$ cat src/rtl/slot_rx_pkg.sv
// Shared types for the slot-addressed frame receiver.
package slot_rx_pkg;

    // Receiver sequencing states
    typedef enum logic [1:0] {
        RX_IDLE  = 2'd0,
        RX_START = 2'd1,
        RX_DATA  = 2'd2
    } rx_state_e;

endpackage

$ cat src/rtl/rx_sync.sv
// rx_sync: multi-stage synchroniser for one asynchronous-looking input,
// plus a rise detector on the synchronised level.
// Assumes STAGES >= 1; reset drives all stages low (the idle line level).
module rx_sync #(
    parameter int STAGES = 2
) (
    input  logic clk,
    input  logic rst_n,
    input  logic din,
    output logic level,
    output logic rise
);
    logic [STAGES-1:0] chain;
    logic              level_d;

    generate
        if (STAGES == 1) begin : g_single
            // Single stage: register the input once
            always_ff @(posedge clk) begin
                if (!rst_n) chain <= '0;
                else        chain <= din;
            end
        end else begin : g_multi
            // Multi stage: shift the input along the chain
            always_ff @(posedge clk) begin
                if (!rst_n) chain <= '0;
                else        chain <= {chain[STAGES-2:0], din};
            end
        end
    endgenerate

    assign level = chain[STAGES-1];

    // Keep the previous synchronised level for edge detection
    always_ff @(posedge clk) begin
        if (!rst_n) level_d <= 1'b0;
        else        level_d <= level;
    end

    assign rise = level & ~level_d;

endmodule

$ cat src/rtl/rx_slot_track.sv
// rx_slot_track: counts completed frames inside a timeslice and flags
// whether the frame finishing now belongs to this node's slot.
// Assumes clear and advance come from the same clock domain; clear wins.
module rx_slot_track #(
    parameter int SLOT_W = 4
) (
    input  logic              clk,
    input  logic              rst_n,
    input  logic              clear,
    input  logic              advance,
    input  logic [SLOT_W-1:0] slot_sel,
    output logic [SLOT_W:0]   frame_idx,
    output logic              slot_hit
);
    localparam int IDX_W = SLOT_W + 1;
    localparam logic [IDX_W-1:0] IDX_MAX = {IDX_W{1'b1}};

    // Frame index: cleared by the strobe, saturating increment per frame
    always_ff @(posedge clk) begin
        if (!rst_n) begin
            frame_idx <= '0;
        end else if (clear) begin
            frame_idx <= '0;
        end else if (advance && frame_idx != IDX_MAX) begin
            frame_idx <= frame_idx + 1'b1;
        end
    end

    assign slot_hit = (frame_idx == {1'b0, slot_sel});

endmodule

$ cat src/rtl/rx_frame_fsm.sv
// rx_frame_fsm: start-bit check and centre-of-cell sampling of one frame.
// Assumes the line input is already synchronised; all offsets are counted
// from the cycle in which line_rise is seen while idle. Bits shift in LSB
// first. frame_done is high in the cycle of the last data sample and
// word_next then holds the complete word including that sample.
module rx_frame_fsm
    import slot_rx_pkg::*;
#(
    parameter int BIT_CLKS  = 8,
    parameter int DATA_BITS = 32
) (
    input  logic                 clk,
    input  logic                 rst_n,
    input  logic                 abort,
    input  logic                 line,
    input  logic                 line_rise,
    output logic                 busy,
    output logic                 frame_done,
    output logic [DATA_BITS-1:0] word_next
);
    localparam int HALF   = BIT_CLKS / 2;
    localparam int CNT_W  = $clog2(BIT_CLKS + 1);
    localparam int BIT_W  = $clog2(DATA_BITS) + 1;
    localparam logic [CNT_W-1:0] CNT_HALF = CNT_W'(HALF);
    localparam logic [CNT_W-1:0] CNT_FULL = CNT_W'(BIT_CLKS);
    localparam logic [CNT_W-1:0] CNT_ONE  = CNT_W'(1);
    localparam logic [BIT_W-1:0] BIT_LAST = BIT_W'(DATA_BITS - 1);

    rx_state_e            state;
    logic [CNT_W-1:0]     clk_cnt;
    logic [BIT_W-1:0]     bit_cnt;
    logic [DATA_BITS-1:0] shreg;
    logic                 sample_now;

    assign sample_now = (state == RX_DATA) && (clk_cnt == CNT_FULL);
    assign frame_done = sample_now && (bit_cnt == BIT_LAST) && !abort;
    assign word_next  = {line, shreg[DATA_BITS-1:1]};
    assign busy       = (state != RX_IDLE);

    // Sequencing: idle -> start check -> data sampling -> idle
    always_ff @(posedge clk) begin
        if (!rst_n) begin
            state   <= RX_IDLE;
            clk_cnt <= '0;
            bit_cnt <= '0;
        end else if (abort) begin
            state   <= RX_IDLE;
            clk_cnt <= '0;
            bit_cnt <= '0;
        end else begin
            case (state)
                RX_IDLE: begin
                    if (line_rise) begin
                        state   <= RX_START;
                        clk_cnt <= CNT_ONE;
                    end
                end
                RX_START: begin
                    if (clk_cnt == CNT_HALF) begin
                        clk_cnt <= line ? CNT_ONE : '0;
                        bit_cnt <= '0;
                        state   <= line ? RX_DATA : RX_IDLE;
                    end else begin
                        clk_cnt <= clk_cnt + 1'b1;
                    end
                end
                RX_DATA: begin
                    if (sample_now) begin
                        clk_cnt <= CNT_ONE;
                        if (bit_cnt == BIT_LAST) begin
                            bit_cnt <= '0;
                            state   <= RX_IDLE;
                        end else begin
                            bit_cnt <= bit_cnt + 1'b1;
                        end
                    end else begin
                        clk_cnt <= clk_cnt + 1'b1;
                    end
                end
                default: begin
                    state   <= RX_IDLE;
                    clk_cnt <= '0;
                    bit_cnt <= '0;
                end
            endcase
        end
    end

    // Shift register: take one bit at each cell centre, LSB first
    always_ff @(posedge clk) begin
        if (!rst_n)          shreg <= '0;
        else if (sample_now) shreg <= word_next;
    end

endmodule

$ cat src/rtl/slot_frame_rx.sv
// slot_frame_rx: slave-side receiver for one slot of a timesliced serial
// line. Assumes the transmitter shares this clock, the line idles low,
// and slot_sel changes only while the line is quiet.
module slot_frame_rx #(
    parameter int BIT_CLKS    = 8,
    parameter int DATA_BITS   = 32,
    parameter int SLOT_W      = 4,
    parameter int SYNC_STAGES = 2
) (
    input  logic                 clk,
    input  logic                 rst_n,
    input  logic                 slice_strobe,
    input  logic                 serial_in,
    input  logic [SLOT_W-1:0]    slot_sel,
    output logic [DATA_BITS-1:0] rx_word,
    output logic                 rx_valid
);
    logic                 line_lvl, line_rise;
    logic                 strobe_lvl, strobe_rise;
    logic                 fsm_busy, frame_done, slot_hit;
    logic [DATA_BITS-1:0] word_next;
    logic [SLOT_W:0]      frame_idx;

    rx_sync #(.STAGES(SYNC_STAGES)) u_line_sync (
        .clk(clk), .rst_n(rst_n), .din(serial_in),
        .level(line_lvl), .rise(line_rise)
    );

    rx_sync #(.STAGES(SYNC_STAGES)) u_strobe_sync (
        .clk(clk), .rst_n(rst_n), .din(slice_strobe),
        .level(strobe_lvl), .rise(strobe_rise)
    );

    rx_frame_fsm #(.BIT_CLKS(BIT_CLKS), .DATA_BITS(DATA_BITS)) u_fsm (
        .clk(clk), .rst_n(rst_n), .abort(strobe_rise),
        .line(line_lvl), .line_rise(line_rise),
        .busy(fsm_busy), .frame_done(frame_done), .word_next(word_next)
    );

    rx_slot_track #(.SLOT_W(SLOT_W)) u_track (
        .clk(clk), .rst_n(rst_n), .clear(strobe_rise),
        .advance(frame_done), .slot_sel(slot_sel),
        .frame_idx(frame_idx), .slot_hit(slot_hit)
    );

    // Output register: deliver the word of the matching slot only
    always_ff @(posedge clk) begin
        if (!rst_n) begin
            rx_valid <= 1'b0;
            rx_word  <= '0;
        end else begin
            rx_valid <= frame_done && slot_hit;
            if (frame_done && slot_hit) rx_word <= word_next;
        end
    end

endmodule

$ cat config.mk
export PLATFORM = sky130hd
export DESIGN_NAME = slot_frame_rx
export DESIGN_NICKNAME = d
export VERILOG_FILES = /design/src/rtl/slot_rx_pkg.sv /design/src/rtl/rx_sync.sv /design/src/rtl/rx_slot_track.sv /design/src/rtl/rx_frame_fsm.sv /design/src/rtl/slot_frame_rx.sv
export SDC_FILE = /design/constraint.sdc
export NUM_CORES = 1
export LEC_CHECK = 0
export BUFFER_PORTS_ARGS = -buffer_cell sky130_fd_sc_hd__buf_4
export CAP_MARGIN = 5
export CORE_ASPECT_RATIO = 0.6
export CORE_UTILIZATION = 54
export CTS_BUF_LIST = sky130_fd_sc_hd__clkbuf_4
export DETAILED_ROUTE_END_ITERATION = 8
export PLACE_DENSITY = 0.84
export SYNTH_ARGS = -nofsm -noshare
export SYNTH_HDL_FRONTEND = slang
export SYNTH_SLANG_ARGS = --single-unit
export TNS_END_PERCENT = 20
$ cat constraint.sdc
create_clock -name clk -period 1.78 [get_ports clk]
set_input_delay 0.267 -clock clk [delete_from_list [all_inputs] [get_ports clk]]
set_output_delay 0.267 -clock clk [all_outputs]
set_load 0.02 [all_outputs]
### Yosys cells after proc, flatten, opt, wreduce, memory -nomap -nowiden

Cells that the tools add are included.
W data, S select, Z words.

| word-level totals | value |
|---|---|
| register bits | 88 |
| latch bits | 0 |
| memory bits (writable) | 0 |
| memory bits (read-only) | 0 |
| input port bits | 8 |
| output and inout port bits | 33 |
| logic and storage cells | 56 |
| memories | 0 |

| cells by class | value |
|---|---|
| $add $sub $neg | 3 |
| multipliers | 0 |
| divide/modulo/power cells | 0 |
| order comparisons | 0 |
| equality and inequality tests | 11 |
| shifts and indexed selects | 0 |
| multiplexer cells | 15 |
| bitwise operators | 6 |
| reductions and logical operators | 10 |

Operator list:

| cell | number |
|---|---|
| $mux W6 | 3 |
| $pmux W6 S3 | 1 |
| $mux W4 | 3 |
| $pmux W4 S3 | 1 |
| $mux W2 | 5 |
| $add A6 B1 Y6 const B | 1 |
| $eq A6 B5 Y1 const B | 1 |
| $pmux W2 S3 | 1 |
| $add A5 B1 Y5 const B | 1 |
| $eq A5 B4 Y1 | 1 |
| $logic_and A1 B1 Y1 | 5 |
| $ne A5 B5 Y1 const B | 1 |
| $add A4 B1 Y4 const B | 1 |
| $eq A4 B3 Y1 const B | 1 |
| $eq A4 B4 Y1 const B | 1 |
| $ne A2 B1 Y1 const B | 2 |
| $ne A2 B2 Y1 const B | 2 |
| $not A1 Y1 | 4 |
| $reduce_and A4 Y1 | 1 |
| $reduce_and A3 Y1 | 1 |
| $and A1 B1 Y1 | 2 |
| $eq A2 B1 Y1 const B | 1 |
| $eq A2 B2 Y1 const B | 1 |
| $logic_not A2 Y1 | 1 |
| 3 further kinds | 3 |

### Logic depth before layout (Yosys ltp)

| logic depth | value |
|---|---|
| depth in word-level cells | 5 |
| gate-level depth with buffers | 9 |
| mapped depth without buffers | 7 |

### Hierarchy

A second synthesis with hierarchy kept.

| second synthesis, totals | value |
|---|---|
| cells, all modules | 417 |
| area total of the unflattened synthesis | 3817.4 sq um |

By module, submodules not included:

| module | instances | cells an instance | area an instance (sq um) | sequential area each (sq um) |
|---|---|---|---|---|
| rx_frame_fsm | 1 | 222 | 1933.1 | 860.8 |
| slot_frame_rx | 1 | 149 | 1412.6 | 660.6 |
| rx_slot_track | 1 | 32 | 286.5 | 100.1 |
| rx_sync | 2 | 7 | 92.6 | 60.1 |

### Least setup slack after synthesis

OpenSTA, ideal clock, no wires.

| timing | value |
|---|---|
| path kind | flip-flop to flip-flop |
| start | register u_fsm.clk_cnt[0] |
| end | register rx_word[10] |
| arrival time | 1.625 ns |
| slack | 0.039 ns |
| stages on the path, launching flop included | 10 |
| buffers on the path | 2 |
| clock period less this slack | 1.741 ns |
| cell sequence | dfxtp_1 inv_1 ha_1 and3b_1 and2_1 buf_4 nand4_4 buf_6 mux2i_1 nor2b_1 |

| between the ends | value |
|---|---|
| cells in the longest elaborated chain, start to end | 5 |

Ends and longest elaborated chain:

| element | RTL line | source |
|---|---|---|
| from (decl) | rx_frame_fsm.sv:30 | `logic [CNT_W-1:0] clk_cnt;` |
| from (signal assigned) | rx_frame_fsm.sv:60 | `clk_cnt <= line ? CNT_ONE : '0;` |
| from (signal assigned) | rx_frame_fsm.sv:64 | `clk_cnt <= clk_cnt + 1'b1;` |
| from (signal assigned) | rx_frame_fsm.sv:77 | `clk_cnt <= clk_cnt + 1'b1;` |
| $eq A4 B4 Y1 | rx_frame_fsm.sv:35 | `assign sample_now = (state == RX_DATA) && (clk_cnt == CNT_FULL);` |
| $logic_and A1 B1 Y1 | rx_frame_fsm.sv:35 |  |
| $logic_and A1 B1 Y1 (2 in series) | rx_frame_fsm.sv:36 | `assign frame_done = sample_now && (bit_cnt == BIT_LAST) && !abort;` |
| $logic_and A1 B1 Y1 | slot_frame_rx.sv:53 | `if (frame_done && slot_hit) rx_word <= word_next;` |
| to (signal assigned) | slot_frame_rx.sv:53 |  |
| to (decl) | slot_frame_rx.sv:15 | `output logic [DATA_BITS-1:0] rx_word,` |

No other way between the ends.
A chain may end at the register's enable or synchronous reset.

### Final worst setup path

| timing | value |
|---|---|
| start | register u_fsm.bit_cnt[1] |
| end | register rx_word[13] |

| between the ends | value |
|---|---|
| cells in the longest elaborated chain, start to end | 4 |

Ends and longest elaborated chain:

| element | RTL line | source |
|---|---|---|
| from (decl) | rx_frame_fsm.sv:31 | `logic [BIT_W-1:0] bit_cnt;` |
| from (signal assigned) | rx_frame_fsm.sv:74 | `bit_cnt <= bit_cnt + 1'b1;` |
| $eq A6 B5 Y1 | rx_frame_fsm.sv:36 |  |
| $logic_and A1 B1 Y1 (2 in series) | rx_frame_fsm.sv:36 |  |
| $logic_and A1 B1 Y1 | slot_frame_rx.sv:53 |  |

No other way between the ends.

==> results.md <==
Die:
- The die outline width is 107 um.
- The placeable core region is 6220 um2.
- The initialized floorplan defines 22 standard-cell rows.
- The vertical die dimension is 64.7 um.
- The I/O pin total is 41.
- The starting density of the core is 56.9%.
- The die covers 6890 um2.

Placement:
- The number of port buffers is 40.
- The congestion estimate from routability-driven global placement came to 0.802.
- The number of instances in the placed design is 493.
- After legalization and detailed placement, the total HPWL measured 4.85 mm.

Pwr:
- The static leakage is 0.00186 uW.
- The highest ir drop seen on vdd is 0.000507 V.
- The power per unit of standard cell area is 766 nW/um2.

Clock tree:
- The library cell used as clock root buffer is clkbuf_4.
- The buffer levels on the longest clock path is 2.
- The total CTS buffers is 9.
- The quantity of hold-fixing buffers added after cts is 0.
- The H-tree was split into 3 levels.
- TritonCTS built the clock tree.
- After clock tree synthesis, the clock-pin slew on the worst setup and hold paths is 0.13 ns.
- Counting every sink on the clock net gives 87.
- Clock latency on the worst-skew pair, taken at its later pin, is 0.45 ns.

Route:
- The mean number of vias per cell is 5.30.
- The overall routed net length is 7.63 mm.
- The detailed-route wire length per cell is 14.8 um.
- The violation count after the first detailed-routing iteration is 185.
- The number of detailed-route iterations in the first pass is 4.
- After detailed routing, the number of remaining DRC violations is 0.
- The number of vias in the routed layout is 2,729.
- The number of nets with antenna violations after detailed routing is 0.

Cells and area:
- The number of nets in the layout is 439.
- The repair_antennas step left the layout with diodes totalling 0.
- The share of post-route cells with drive strength above 1 is 23.0%.
- After the flow finishes, the layout carries non-filler instances totaling 515.
- The area growth from synthesis to layout is 22.7%.

Timing:
- Setup repair after global routing could not meet its margin everywhere.
- Hold is met by 0.0157 ns.
- The worst pin sits at a relative slew slack of 69.5%.
- The final count of pins violating max slew is 0.
- The transition time at the pin with the least slew margin is 0.457 ns.
- The final-report setup violation count is 0.
- The final number of hold-violating endpoints came to 0.
- The part of the cycle the worst path needs is 97.3%.
- Based on the critical path, the design can be clocked at up to 578 MHz.
- Subtracting the final worst setup slack from the clock period gives 1.73 ns.
- The worst clock skew is 0.0117 ns.

Yosys:
- Sequential elements use 49.2% of the synthesized area.
- The number of different library cells in the post-synthesis netlist is 43.
- The predominant post-synthesis flop cell is dfxtp_1.
- During synthesis, Yosys emitted a total of 0 warnings.
- After synthesis, the mean cell area works out to 9.59 um2.
- Synthesis produced a netlist whose cell count is 369.
- For this run, asynchronously set or reset flops after synthesis account for 0%.
- The netlist area before placement is 3540 um2.
- Yosys mapped a number of flops with a built-in enable equal to 0.
- The net count after synthesis is 382.
- In this run, synthesis produced a sequential element count of 87.

Run:
- Across the run, the number of max-cap violations was 0.

Worst setup path:
- The top fanout value on the critical path is 8.
- The biggest cell delay along the critical path is 0.39 ns.
- The signal on the critical path passes through ha_4 -> nand3_4 -> nor4b_4 -> nand4_4 -> buf_12 -> mux2i_1 -> nor2b_1.
- The worst path arrival time is 2.08 ns.
- The endpoint class of the critical path is a flip-flop.
- The highest-delay cell along the critical path is dfxtp_4.
- STA puts the critical path data required time at 2.13 ns.
- The worst setup path is launched from a flip-flop.
- The type of the worst setup path is flip-flop to flip-flop.

Status:
- The flow ran to the end, and the final reports show no timing, DRC or antenna violations.

Worst hold path:
- The class of the tightest hold or removal check is primary input to flip-flop.

Global routing:
- Global routing used 22.5% of the available tracks across all layers.
- The first global-routing pass estimated 12.0 mm of wire.
- The initial antenna violation count is 0.
- The maximum number of pins on one net before global-route repair is 44.
- The total congestion overflow after global routing is 0.
- The number of global-route vias before repair is 2,545.
==> Yosys cell counts, types with 2 or more instances <==
master / instances / share of area, %
xnor2_1: 2 / 0.50
and3b_1: 2 / 0.50
clkbuf_1: 12 / 1.3
and3_1: 3 / 0.53
a21boi_0: 31 / 6.6
a311oi_1: 3 / 0.74
o21ai_0: 6 / 0.85
dfxtp_1: 87 / 49
nand2b_1: 2 / 0.35
nor2_1: 9 / 0.95
buf_4: 2 / 0.42
buf_2: 3 / 0.42
mux2i_1: 35 / 9.9
nor2b_1: 35 / 6.2
inv_1: 4 / 0.42
nand3b_1: 3 / 0.64
nor4b_1: 2 / 0.50
xor2_1: 4 / 0.99
nand2_1: 74 / 7.9
ha_1: 5 / 1.8
nand3_1: 6 / 0.85
a21oi_1: 10 / 1.4
and2_1: 7 / 1.2
buf_6: 3 / 0.95
==> worst paths after layout <==
kind                                             start                     end  slack (ns)  cells past startpoint
worst max-delay path                  u_fsm.bit_cnt[1]             rx_word[13]        0.05                      7
worst min-delay path                         serial_in    u_line_sync.chain[0]        0.02                      2
worst max register to register        u_fsm.bit_cnt[1]             rx_word[13]        0.05                      7
worst min register to register  u_strobe_sync.chain[0]  u_strobe_sync.chain[1]        0.46                      1
==> critical path: cells and delay by family (launching register included) <==
kind / cells / cell delay (ns)
simple gates: 4 / 0.68
flops: 1 / 0.39
buf+inv: 1 / 0.22
mux: 1 / 0.17
fa+ha+maj: 1 / 0.16
==> flip-flops by register name, indices dropped and copies added (netlist names) <==
signal and count:
u_fsm.state 2, u_line_sync.level_d 1, u_fsm.shreg 31, u_strobe_sync.level_d 1
u_line_sync.chain 2, u_fsm.bit_cnt 6, u_fsm.clk_cnt 4, u_track.frame_idx 5
u_strobe_sync.chain 2, rx_word 32, rx_valid 1
==> power by group <==
group,internal (uW),leakage (uW),switching [uW]
combinational,57.3,0.00108,58.2
sequential,1950,0.000704,3.82
clock,581,0.0000821,670
==> layout by cell type, fill, tap and decap left out, types with 3 or more instances in the layout <==
cell type  Yosys  layout
a21boi_0      31      30
a21oi_1       10      10
a311oi_1       3       3
and2_1         7       6
and3_1         3       3
buf_12         0       3
buf_4          2      59
clkbuf_4       0      10
dfxtp_1       87      83
dfxtp_2        0       3
ha_1           5       3
mux2i_1       35      34
nand2_1       74      73
nand3_1        6       5
nand3b_1       3       3
nor2_1         9       9
nor2b_1       35      34
o21ai_0        6       6
xor2_1         4       4
==> layout make-up <==
cell class / instances / area [um2]
tap: 84 / 105
fill: 487 / 1880
inverter: 4 / 15.0
multi-input combinational: 258 / 1740
sequential: 87 / 1750
timing repair buffer: 66 / 576
clock buffer: 10 / 75.1
clock inverter: 6 / 83.8
==> stage by stage <==
step	utilization [%]	area [um2]	power (uW)	setup TNS (ns)	setup slack, ns
5_1_grt	69.8	4340	3420	-0.275	-0.0454
3_3_place_gp	64.7	4020	2110	0	0.0211
3_5_place_dp	64.7	4020	2110	-0.209	-0.0395
2_1_floorplan	-	3540	2070	0	0.0390
4_1_cts	67.7	4210	3330	-0.0360	-0.0157
6_report	69.8	4340	3330	0	0.0488
==> repair_timing <==
| action | 4_1_cts | 5_1_grt |
|---|---|---|
| endpoints found under the setup margin | 34 | 63 |
| pin swaps | 2 | 5 |
| setup buffers | 1 | 2 |
| gates resized for setup | 6 | 16 |
| cloned | 0 | 3 |
==> cells by family after synthesis <==
group                    Yosys count  synth area share [%]
buffers and inverters             24                  3.50
multiplexers                      35                  9.90
flip-flops                        87                  49.2
XOR/XNOR                           6                  1.49
AO/OA/AOI/OAI                     56                  10.8
adder cells (fa/ha/maj)            5                  1.77
AND/OR/NAND/NOR                  156                  23.3
==> routing by layer <==
layer,share of wire [%],track usage [%],routed length [um],up-vias
li1,-,-,-,1363
met1,49,29.6,3780,1287
met2,44,35.3,3350,67
met3,4.9,6.04,373,12
met4,1.7,8.73,132,0
met5,0,0,0,-
Power figures use the tool's default switching activity.
